**config.mk**
```make
export PLATFORM = sky130hd
export DESIGN_NAME = flag_alu
export DESIGN_NICKNAME = d
export VERILOG_FILES = /design/src/rtl/flag_alu_pkg.sv /design/src/rtl/flag_alu_adder.sv /design/src/rtl/flag_alu_flags.sv /design/src/rtl/flag_alu.sv
export SDC_FILE = /design/constraint.sdc
export NUM_CORES = 1
export LEC_CHECK = 0
export ABC_AREA = 1
export BUFFER_PORTS_ARGS = -buffer_cell sky130_fd_sc_hd__buf_4
export CELL_PAD_IN_SITES_DETAIL_PLACEMENT = 1
export CELL_PAD_IN_SITES_GLOBAL_PLACEMENT = 1
export CORE_MARGIN = 2
export CORE_UTILIZATION = 37
export DETAILED_ROUTE_END_ITERATION = 12
export PLACE_DENSITY = 0.8
export SYNTH_ARGS = -nofsm -noshare
export SYNTH_HDL_FRONTEND = slang
export SYNTH_HIERARCHICAL = 1
export SYNTH_SLANG_ARGS = --single-unit
```
**constraint.sdc**
```tcl
create_clock -name clk -period 5.35 [get_ports clk]
set_clock_uncertainty 0.2 [all_clocks]
set_input_delay 0.8025 -clock clk [delete_from_list [all_inputs] [get_ports clk]]
set_output_delay 0.8025 -clock clk [all_outputs]
set_load 0.01 [all_outputs]
```
**src/rtl/flag_alu_pkg.sv**
```systemverilog
package flag_alu_pkg;
  localparam int DATA_W = 64;

  typedef enum logic [1:0] {
    FN_ADD = 2'b00,
    FN_SUB = 2'b01,
    FN_AND = 2'b10,
    FN_XOR = 2'b11
  } alu_fn_e;
endpackage

```
**src/rtl/flag_alu_adder.sv**
```systemverilog
module flag_alu_adder #(
  parameter int W = 64
) (
  input  logic [W-1:0] a_in,
  input  logic [W-1:0] b_in,
  input  logic         sub,
  output logic [W-1:0] sum,
  output logic         ovf
);
  localparam int LOW_W = W - 1;

  logic [W-1:0]     a_eff;
  logic [LOW_W-1:0] low_sum;
  logic             c_into_top;
  logic             c_out_top;
  logic             top_bit;

  // subtract: invert source and inject a carry at bit 0
  assign a_eff = a_in ^ {W{sub}};

  assign {c_into_top, low_sum} = {1'b0, b_in[LOW_W-1:0]}
                               + {1'b0, a_eff[LOW_W-1:0]}
                               + {{LOW_W{1'b0}}, sub};

  assign {c_out_top, top_bit} = {1'b0, b_in[W-1]}
                              + {1'b0, a_eff[W-1]}
                              + {1'b0, c_into_top};

  assign sum = {top_bit, low_sum};
  assign ovf = c_into_top ^ c_out_top;
endmodule

```
**src/rtl/flag_alu_flags.sv**
```systemverilog
module flag_alu_flags #(
  parameter int W = 64
) (
  input  logic         clk,
  input  logic         rst,
  input  logic         upd,
  input  logic         arith,
  input  logic         ovf_raw,
  input  logic [W-1:0] res,
  output logic         zf,
  output logic         sf,
  output logic         of
);
  always_ff @(posedge clk) begin
    if (rst) begin
      zf <= 1'b1;
      sf <= 1'b0;
      of <= 1'b0;
    end else if (upd) begin
      zf <= ~|res;
      sf <= res[W-1];
      of <= arith & ovf_raw;
    end
  end

  p_flags_hold_r8: assert property (@(posedge clk) disable iff (rst)
    !upd |=> $stable({zf, sf, of}));

  p_reset_vals_r9: assert property (@(posedge clk)
    rst |=> (zf && !sf && !of));

  p_logic_no_ovf_r7: assert property (@(posedge clk) disable iff (rst)
    (upd && !arith) |=> !of);
endmodule

```
**src/rtl/flag_alu.sv**
```systemverilog
module flag_alu
  import flag_alu_pkg::*;
#(
  parameter int W = DATA_W
) (
  input  logic         clk,
  input  logic         rst,
  input  logic         alu_en,
  input  logic [1:0]   fn_sel,
  input  logic [W-1:0] opnd_a,
  input  logic [W-1:0] opnd_b,
  output logic [W-1:0] result,
  output logic         flag_z,
  output logic         flag_s,
  output logic         flag_o
);
  alu_fn_e      fn;
  logic         is_sub;
  logic         is_arith;
  logic [W-1:0] add_sum;
  logic         add_ovf;

  assign fn       = alu_fn_e'(fn_sel);
  assign is_sub   = (fn == FN_SUB);
  assign is_arith = (fn == FN_ADD) || (fn == FN_SUB);

  flag_alu_adder #(.W(W)) u_adder (
    .a_in (opnd_a),
    .b_in (opnd_b),
    .sub  (is_sub),
    .sum  (add_sum),
    .ovf  (add_ovf)
  );

  always_comb begin
    unique case (fn)
      FN_ADD, FN_SUB: result = add_sum;
      FN_AND:         result = opnd_b & opnd_a;
      FN_XOR:         result = opnd_b ^ opnd_a;
      default:        result = add_sum;
    endcase
  end

  flag_alu_flags #(.W(W)) u_flags (
    .clk     (clk),
    .rst     (rst),
    .upd     (alu_en),
    .arith   (is_arith),
    .ovf_raw (add_ovf),
    .res     (result),
    .zf      (flag_z),
    .sf      (flag_s),
    .of      (flag_o)
  );

  p_add_sum_r1: assert property (@(posedge clk) disable iff (rst)
    (fn_sel == 2'b00) |-> (result - opnd_a == opnd_b));

  p_sub_diff_r2: assert property (@(posedge clk) disable iff (rst)
    (fn_sel == 2'b01) |-> (result + opnd_a == opnd_b));

  p_zero_flag_r4: assert property (@(posedge clk) disable iff (rst)
    alu_en |=> (flag_z == ($past(result) == '0)));

  p_sign_flag_r5: assert property (@(posedge clk) disable iff (rst)
    alu_en |=> (flag_s == $past(result[W-1])));

  p_add_ovf_r6: assert property (@(posedge clk) disable iff (rst)
    (alu_en && fn_sel == 2'b00) |=>
      (flag_o == (($past(opnd_a[W-1]) == $past(opnd_b[W-1])) &&
                  ($past(result[W-1]) != $past(opnd_b[W-1])))));

  p_sub_ovf_r6: assert property (@(posedge clk) disable iff (rst)
    (alu_en && fn_sel == 2'b01) |=>
      (flag_o == (($past(opnd_a[W-1]) != $past(opnd_b[W-1])) &&
                  ($past(result[W-1]) != $past(opnd_b[W-1])))));
endmodule

```
==> reports/results.txt, run 1 <==
Clock Power Share: 6.8%
dominant cell type by area after synthesis: nand2_1
Synth Area in Adders: 19.0%
Synth Flop Type: dfxtp_1
synthesized flop and latch total: 3
largest net degree at the start of global routing: 67
postcts setup bufs: 0
sequential share of power: 1.4%
Post-Layout Cell Count: 2052
drt pass-1 iters: 5
initial antenna violation count: 2
Synth cell types: 33
overall global routing resource usage: 30.2%
Compound-Gate Fraction of Synth Area: 8.70%
DR DRC count: 0
reg2reg path depth: 2
CP Capture Type: output pin
top cells by count, synth: nand2_1, nand3_1, inv_1, nor2_1, ha_1
sw frac: 59.6%
hold crit path type: reg -> reg
Psw: 0.00106 W
Slew @ Worst Pin: 1260 ps
Initial Utilization: 37.7%
status: completed
Die Height: 156 um
Num Clock Sinks: 3
max cap viols: 0
global-route wire length before repair: 58500 um
Synth Cell Area: 0.00853 mm2
Synth top area share: 22.1%
relative slew slack: 16.3%
VDD IR max: 85.6 uV
# IOs: 200
Final #Nets: 2028
Slowest-stage cell, CP: fa_1
via density per instance: 5.26
antenna-violating nets left: 0
dominant cells by area after synthesis: nand2_1, ha_1, nand3_1
drt first-iter violations: 573
critical path class: in -> out
Buffers on Ports: 199
Yosys warning count: 6
Setup TNS: 0 ps
CP Max Fanout: 31
flop2flop setup slack: 4420 ps
CP max stage delay: 410 ps
hold_ws: 308 ps
Die Span X: 156 um
Reg clk slew, reported paths: 30 ps
Rows: 55
CTS tree: built
largest family of logic cells by synthesized area: simple AND/OR/NAND/NOR gates
Leak Pwr: 5.93 nW
worst path cell trace: buf_4 > inv_2 > nor2_4 > buf_12 > inv_2 > nand2_2 > and2_1 > inv_1 > fa_1 > nand3b_1 > nand2_1 > nand2_1 > nand2_2 > nand2_1 > nand3_1 > nand2_1 > nand2_1 > nand2_1 > nand2_1 > nand2_1 > nand2_1 > nand2_1 > nand3_1 > buf_4
register area share after synthesis: 0.704%
Num CTS Buffers: 3
count of final max-slew check failures: 0
Layout area overhead: 20.9%
die area: 0.0243 mm2
Arr. time, crit path: 4010 ps
GPL Wtd Cong: 0.977
most used cell, CP: nand2_1
crit start category: input port
Layout Utilization: 45.5%
R2R Path End: u_flags/of
CTS Hold Buffers Added: 0
Mapped Cells: 1597
post-synthesis mux area share: 0%
Setup-failing EPs final: 0
Synthesized Nets: 1858
minimum clock period after layout: 5020 ps
worst path required time: 4350 ps
simple-gate share of the synthesized area: 48.8%
Int Pwr: 0.000719 W
crit path from: fn_sel[0]
Post-DP HPWL: 32600 um
crit path to: result[46]
average instance area after synthesis: 5.34 um2
Post-Route WL: 37300 um
CTS Buffer Depth: 2
clock tree root buffer cell: clkbuf_16
Reg2Reg Launch Point: u_flags/of
Comb power frac: 91.7%
RSZ-0062 raised after global routing: no
via count: 10800
grt ovf: 0
Max Clk Rate: 0.199 GHz
routed wire length per instance: 18.2 um
number of global-route vias before repair: 11100
clk_lat worst skew: 220 ps
Post-synth EDFFs: 0
PD cells: 173 mW/mm2
most used standard cell by instance count after synthesis: nand2_1
# placed instances: 2047
core area: 0.0226 mm2
H-tree level count: 1
final-report hold violation count: 0
layout cell share with drive strength beyond 1: 16.5%
Post-synth ARST share: 0%
xor/xnor cell area share of the yosys netlist: 9.76%
period utilisation layout: 93.8%
## metrics by stage
stage	setup WS, ps	cell area [um2]	power (W)
2_1_floorplan	745	8530	0.00103
3_3_place_gp	438	10200	0.00162
3_5_place_dp	326	10200	0.00165
4_1_cts	295	10300	0.00178
5_1_grt	84.9	10300	0.00196
6_report	334	10300	0.00178
## what timing repair did
| action | 4_1_cts | 5_1_grt |
|---|---|---|
| endpoints found under the hold margin | 0 | 0 |
| endpoints found under the setup margin | 0 | 2 |
| gates resized for setup | 0 | 1 |
## layer usage
metal | track usage [%] | part of all wire (%) | wire [um]
met5 | 0 | 0.029 | 11
met4 | 6.77 | 2.4 | 903
met3 | 1.39 | 2.8 | 1060
met2 | 55.5 | 49 | 18300
met1 | 39.0 | 46 | 17100
## kinds of logic (layout without fill, tap and decap cells)
group | Yosys count | count (layout)
compound gates | 138 | 138
buf+inv | 274 | 443
simple gates | 959 | 959
fa+ha+maj | 128 | 128
flops | 3 | 3
xor+xnor | 95 | 95
other cells | 0 | 1
## flip-flops by register name, indices dropped and copies added (netlist names)
register    flops
u_flags/of      1
u_flags/sf      1
u_flags/zf      1
## layout by cell type (no fill, tap or decap), types with 2 or more instances in the layout
cell	synthesis	routed
xnor2_1	3	3
nand4_1	5	5
ha_1	126	126
nor2_4	6	7
clkbuf_16	0	3
nand2_2	25	26
xor2_1	92	92
nor2_1	137	136
o21a_1	3	3
inv_1	213	212
o21ai_1	5	5
nor2_2	18	18
inv_2	17	18
a21oi_1	83	83
nand3_2	4	4
clkinv_1	2	2
fa_1	2	2
buf_12	0	2
nor3_2	5	5
nor3_1	9	9
o21ai_0	30	30
nand3_1	244	244
dfxtp_1	3	3
buf_4	15	205
o21bai_1	13	13
nand2_1	501	500
a21o_1	3	3
## area by class of cell
type                            instances  area (um2)
Timing Repair Buffer                  207        1580
Fill cell                            3348       12300
Inverter                              232         871
Multi-Input combinational cell       1320        7360
Sequential cell                         3        60.1
Tap cell                              285         357
Antenna cell                            1        2.50
Clock buffer                            4        78.8
## power groups by stage
stage | clock, W | sequential [W] | combinational [W]
floorplan | 0 | 0.0000265 | 0.00100
global placement | 0 | 0.0000256 | 0.00159
detailed placement | 0 | 0.0000256 | 0.00162
CTS | 0.000124 | 0.0000255 | 0.00163
global route | 0.000125 | 0.0000256 | 0.00181
finish | 0.000122 | 0.0000255 | 0.00163
## critical path: cells and delay by family
kind          cells  cell delay (ps)
simple gates     17             2110
buf+inv           6              650
fa+ha+maj         1              410
## worst min-delay path by stage
stage	startpoint	endpoint	slack (ps)	depth (start not counted)
after floorplan	u_flags/zf	u_flags/zf	300	2
after global placement	u_flags/zf	u_flags/zf	270	2
after detailed placement	u_flags/zf	u_flags/zf	270	2
after CTS	u_flags/zf	u_flags/zf	300	2
after global routing	u_flags/zf	u_flags/zf	310	2
final	u_flags/zf	u_flags/zf	310	2
Power figures use the tool's default switching activity.
==> inputs of run 2 (changes only) <==
--- a/config.mk
+++ b/config.mk
@@ -10,9 +10,9 @@
 export CELL_PAD_IN_SITES_DETAIL_PLACEMENT = 1
 export CELL_PAD_IN_SITES_GLOBAL_PLACEMENT = 1
 export CORE_MARGIN = 2
-export CORE_UTILIZATION = 37
+export CORE_UTILIZATION = 30
 export DETAILED_ROUTE_END_ITERATION = 12
-export PLACE_DENSITY = 0.8
+export PLACE_DENSITY = 0.67
 export SYNTH_ARGS = -nofsm -noshare
 export SYNTH_HDL_FRONTEND = slang
 export SYNTH_HIERARCHICAL = 1
==> run 2 against run 1 <==
Against the previous run: clock-buffer cell count is the same; worst setup slack lost 13 ps; flip-flop and latch count unchanged; die area up 23%; routed wire length up 2.8%; clock power is essentially flat; final area is 1.3% higher; critical path type unchanged.
==> reports/results.txt, run 2 (same netlist as run 1, synthesis figures left out) <==
hold path startpoint: u_flags/zf
Die Span X: 173 um
Num CTS Buffers: 3
global-route wire length before repair: 60600 um
Slew @ Worst Pin: 917 ps
Arr. time, crit path: 4030 ps
CP Max Fanout: 32
core area: 0.0279 mm2
worst path cell trace: buf_4 > nor2_4 > buf_12 > inv_2 > nand2_2 > and2_1 > inv_1 > fa_1 > nand3b_1 > nand2_1 > nand2_1 > nand2_2 > nand2_1 > nand3_1 > nand2_1 > nand2_1 > nand2_1 > nand2_1 > nand2_1 > nand2_1 > nand2_1 > nand3_1 > buf_4
initial antenna violation count: 0
max cap viols: 0
Post-DP HPWL: 34000 um
via density per instance: 4.90
Hold Path End: u_flags/zf
Post-Layout Cell Count: 2146
clk_lat worst skew: 220 ps
antenna-violating nets left: 0
Slowest-stage cell, CP: fa_1
# placed instances: 2142
Power Total: 0.00178 W
# IOs: 200
Setup TNS: 0 ps
Num Clock Sinks: 3
clock tree root buffer cell: clkbuf_16
largest registers: u_flags/of: 1 flops, u_flags/sf: 1 flops, u_flags/zf: 1 flops
CTS tree: built
ant diodes: 0
overall global routing resource usage: 25.2%
hold crit path type: reg -> reg
GPL Wtd Cong: 0.937
die area: 0.0298 mm2
critical path class: in -> out
drt first-iter violations: 361
CTS Hold Buffers Added: 0
reg2reg path depth: 2
WHS Path Cells: 2
R2R Path End: u_flags/of
CTS Buffer Depth: 2
period utilisation layout: 94.0%
Final Instance Area: 0.0104 mm2
Leak Pwr: 5.94 nW
via count: 10500
count of final max-slew check failures: 0
worst path required time: 4350 ps
commonest non-fill, non-tap cell in the layout: nand2_1
highest-count cells in the layout ignoring fill and taps: nand2_1, nand3_1, inv_1
critical path's top delay family: simple AND/OR/NAND/NOR gates
routed wire length per instance: 17.9 um
status: completed
relative slew slack: 38.8%
Die Height: 173 um
flop2flop setup slack: 4510 ps
placed cell areas: 0.0104 mm2
minimum clock period after layout: 5030 ps
Initial Utilization: 30.6%
WP buf/inv: 5
layout cell share with drive strength beyond 1: 16.6%
most used cell, CP: nand2_1
Max Clk Rate: 0.199 GHz
Setup-failing EPs final: 0
grt ovf: 0
crit start category: input port
Reg2Reg Launch Point: u_flags/of
CP max stage delay: 390 ps
PD cells: 171 mW/mm2
number of global-route vias before repair: 10800
final-report hold violation count: 0
Rows: 61
Final #Nets: 2030
RSZ-0062 raised after global routing: no
Buffers on Ports: 199
CP Capture Type: output pin
drt pass-1 iters: 4
largest net degree at the start of global routing: 69
Reg clk slew, reported paths: 30 ps
Layout area overhead: 22.4%
H-tree level count: 1
Post-Route WL: 38400 um
VDD IR max: 56.3 uV
DR DRC count: 0
[run 2: worst max-delay path by stage]
stage / depth (start not counted) / startpoint / to / slack [ps]
global placement: 20 / fn_sel[0] / result[63] / 350
CTS: 24 / fn_sel[0] / result[60] / 270
floorplan: 22 / fn_sel[1] / result[63] / 750
detailed placement: 24 / fn_sel[0] / result[60] / 280
finish: 23 / fn_sel[1] / result[46] / 320
global route: 20 / fn_sel[0] / result[57] / 80
[run 2: worst register-to-register path, delay by kind of cell, from the launching register on]
kind             cells  cell delay [ps]
AND/OR/NAND/NOR      1               60
flip-flops           1              300
AO/OA/AOI/OAI        1              170
[run 2: repair_timing]
action,4_1_cts,5_1_grt
gates resized for setup,0,1
setup endpoints to repair,0,1
buffers inserted,0,0
[run 2: per-layer routing]
metal	up-vias	wire length (um)	track usage [%]
li1	5440	-	-
met1	4883	17900	33.0
met2	165	19000	46.7
met3	23	954	1.30
met4	0	480	3.10
met5	-	0	0
[run 2: where the power goes]
| part | internal (W) | switching, W |
|---|---|---|
| sequential | 0.0000244 | 0.00000106 |
| clock | 0.0000985 | 0.0000218 |
| combinational | 0.000597 | 0.00104 |
| total | 0.000720 | 0.00106 |
[run 2: area by class of cell]
type / count / area [um2]
Inverter: 232 / 871
Multi-Input combinational cell: 1320 / 7360
Tap cell: 378 / 473
Fill cell: 3932 / 17400
Timing Repair Buffer: 209 / 1590
Clock buffer: 4 / 78.8
Sequential cell: 3 / 60.1
[run 2: per-stage QoR]
stage / setup WS (ps) / util, % / hold slack, ps
floorplan: 745 / - / 302
global placement: 353 / 37.2 / 274
detailed placement: 276 / 37.2 / 276
CTS: 267 / 37.5 / 288
global route: 81.8 / 37.5 / 331
finish: 321 / 37.5 / 298
==> inputs of run 3 (changes only) <==
--- a/config.mk
+++ b/config.mk
@@ -11,6 +11,7 @@
 export CELL_PAD_IN_SITES_GLOBAL_PLACEMENT = 1
 export CORE_MARGIN = 2
 export CORE_UTILIZATION = 30
+export CTS_BUF_LIST = sky130_fd_sc_hd__clkbuf_2 sky130_fd_sc_hd__clkbuf_4 sky130_fd_sc_hd__clkbuf_8
 export DETAILED_ROUTE_END_ITERATION = 12
 export PLACE_DENSITY = 0.67
 export SYNTH_ARGS = -nofsm -noshare
==> run 3 against run 2 <==
Against the previous run: sequential power about the same; die area unchanged; fmax is 0.92% lower; total power shrank 2.6%; register-to-register slack hardly changed; clock-buffer cell count unchanged; critical path depth decreased by 3; combinational power hardly changed; final cell count unchanged; first-iteration DRC count grew 5.3%; non-clock buffer count stayed put; final area fell by 0.29%; largest power group unchanged.
==> reports/results.txt, run 3 (same netlist as run 1, synthesis figures left out) <==
status: completed
worst path cell trace: buf_4 > inv_2 > nor2_4 > buf_12 > buf_4 > xor2_1 > ha_1 > nand2_1 > inv_1 > nand2_1 > nor3_1 > nand2_1 > nor2_1 > nand2_1 > nand2_1 > nand2_1 > nand2_1 > nand2_1 > nand3_1 > buf_4
largest net degree at the start of global routing: 69
CTS Buffer Depth: 2
relative slew slack: 39.5%
Num CTS Buffers: 3
Arr. time, crit path: 4070 ps
reg2reg path depth: 2
Leak Pwr: 5.93 nW
Initial Utilization: 30.6%
final-report hold violation count: 0
die area: 0.0298 mm2
hold crit path type: reg -> reg
highest metal used: met4
Buffers on Ports: 199
period utilisation layout: 94.9%
Slowest-stage cell, CP: nor3_1
postcts setup bufs: 0
most used cell, CP: nand2_1
grt ovf: 0
Setup-failing EPs final: 0
max cap viols: 0
minimum clock period after layout: 5080 ps
drt pass-1 iters: 4
clock tree root buffer cell: clkbuf_8
H-tree level count: 1
WP buf/inv: 6
placed cell areas: 0.0104 mm2
Fill cells: 3938
antenna-violating nets left: 0
highest-count cells in the layout ignoring fill and taps: nand2_1, nand3_1, inv_1
Setup TNS: 0 ps
Slew @ Worst Pin: 907 ps
Rows: 61
initial antenna violation count: 0
layout cell share with drive strength beyond 1: 16.6%
M1 wire length: 17700 um
worst path required time: 4350 ps
CTS tree: built
VDD IR max: 59.2 uV
core area: 0.0279 mm2
Post-Route WL: 38300 um
CP Max Fanout: 23
GPL Wtd Cong: 0.937
area of the multi-input gates: 0.00736 mm2
commonest non-fill, non-tap cell in the layout: nand2_1
clk_lat worst skew: 220 ps
register area: 60.1 um2
number of global-route vias before repair: 10800
crit start category: input port
critical path's top delay family: simple AND/OR/NAND/NOR gates
RSZ-0062 raised after global routing: no
routed wire length per instance: 17.8 um
global-route wire length before repair: 60400 um
DR DRC count: 0
Post-DP HPWL: 34000 um
hold path startpoint: u_flags/zf
Reg2Reg Launch Point: u_flags/sf
WHS Path Cells: 2
Met3 Routed Length: 1200 um
Final Instance Area: 0.0104 mm2
# placed instances: 2142
Max Clk Rate: 0.197 GHz
# IOs: 200
PD cells: 167 mW/mm2
Post-Layout Cell Count: 2146
Final #Nets: 2030
Num Clock Sinks: 3
hold_ws: 279 ps
R2R Path End: u_flags/sf
Hold Path End: u_flags/zf
overall global routing resource usage: 25.2%
Die Span X: 173 um
Layout area overhead: 22.1%
met2 wire length: 18900 um
ant diodes: 0
Die Height: 173 um
count of final max-slew check failures: 0
CP Capture Type: output pin
CP max stage delay: 540 ps
drt first-iter violations: 380
via density per instance: 4.89
critical path class: in -> out
Reg clk slew, reported paths: 30 ps
largest registers: u_flags/of: 1 flops, u_flags/sf: 1 flops, u_flags/zf: 1 flops
via count: 10500
flop2flop setup slack: 4510 ps
## run 3: cell counts in the layout (fill, tap and decap cells not counted)
No cell type changed its count.
## run 3: final cells by class
class | instances | share of cell area (%)
timing repair buffer | 209 | 15.3
clock buffer | 4 | 0.469
multi-input combinational | 1320 | 70.7
tap | 378 | 4.54
inverter | 232 | 8.37
sequential | 3 | 0.577
## run 3: where the power goes
part           switching (W)  internal, W  leakage (nW)  total (W)
logic                0.00104     0.000597          5.88    0.00164
clock network      0.0000172    0.0000561        0.0262  0.0000732
registers        0.000000992    0.0000244        0.0250  0.0000254
## run 3: repair_timing
| action | CTS | global route |
|---|---|---|
| setup endpoints to repair | 0 | 1 |
| hold buffers | 0 | 0 |
| resized for setup | 0 | 1 |
## run 3: stage by stage
stage	total power [W]	setup slack, ps	utilization (%)
2_1_floorplan	0.00103	745	-
3_3_place_gp	0.00165	353	37.2
3_5_place_dp	0.00167	276	37.2
4_1_cts	0.00175	274	37.4
5_1_grt	0.00193	82.0	37.4
6_report	0.00173	274	37.4
## run 3: how the worst max path moves through the flow
stage,from,endpoint,slack [ps],depth (start not counted)
global route,fn_sel[0],result[57],80,20
detailed placement,fn_sel[0],result[60],280,24
CTS,fn_sel[0],result[60],270,24
finish,fn_sel[0],result[57],270,20
floorplan,fn_sel[1],result[63],750,22
global placement,fn_sel[0],result[63],350,20
## run 3: layer usage
metal  global-route usage (%)  vias to the layer above
met5                        0                        -
met1                     33.1                     4859
li1                         -                     5441
met3                     1.30                       20
met2                     46.4                      168
met4                     3.42                        0
## run 3: tightest hold or removal path: stages (launching register included)
cell and delay, ps:
dfxtp_1 320, a21oi_1 70, nand2_1 50
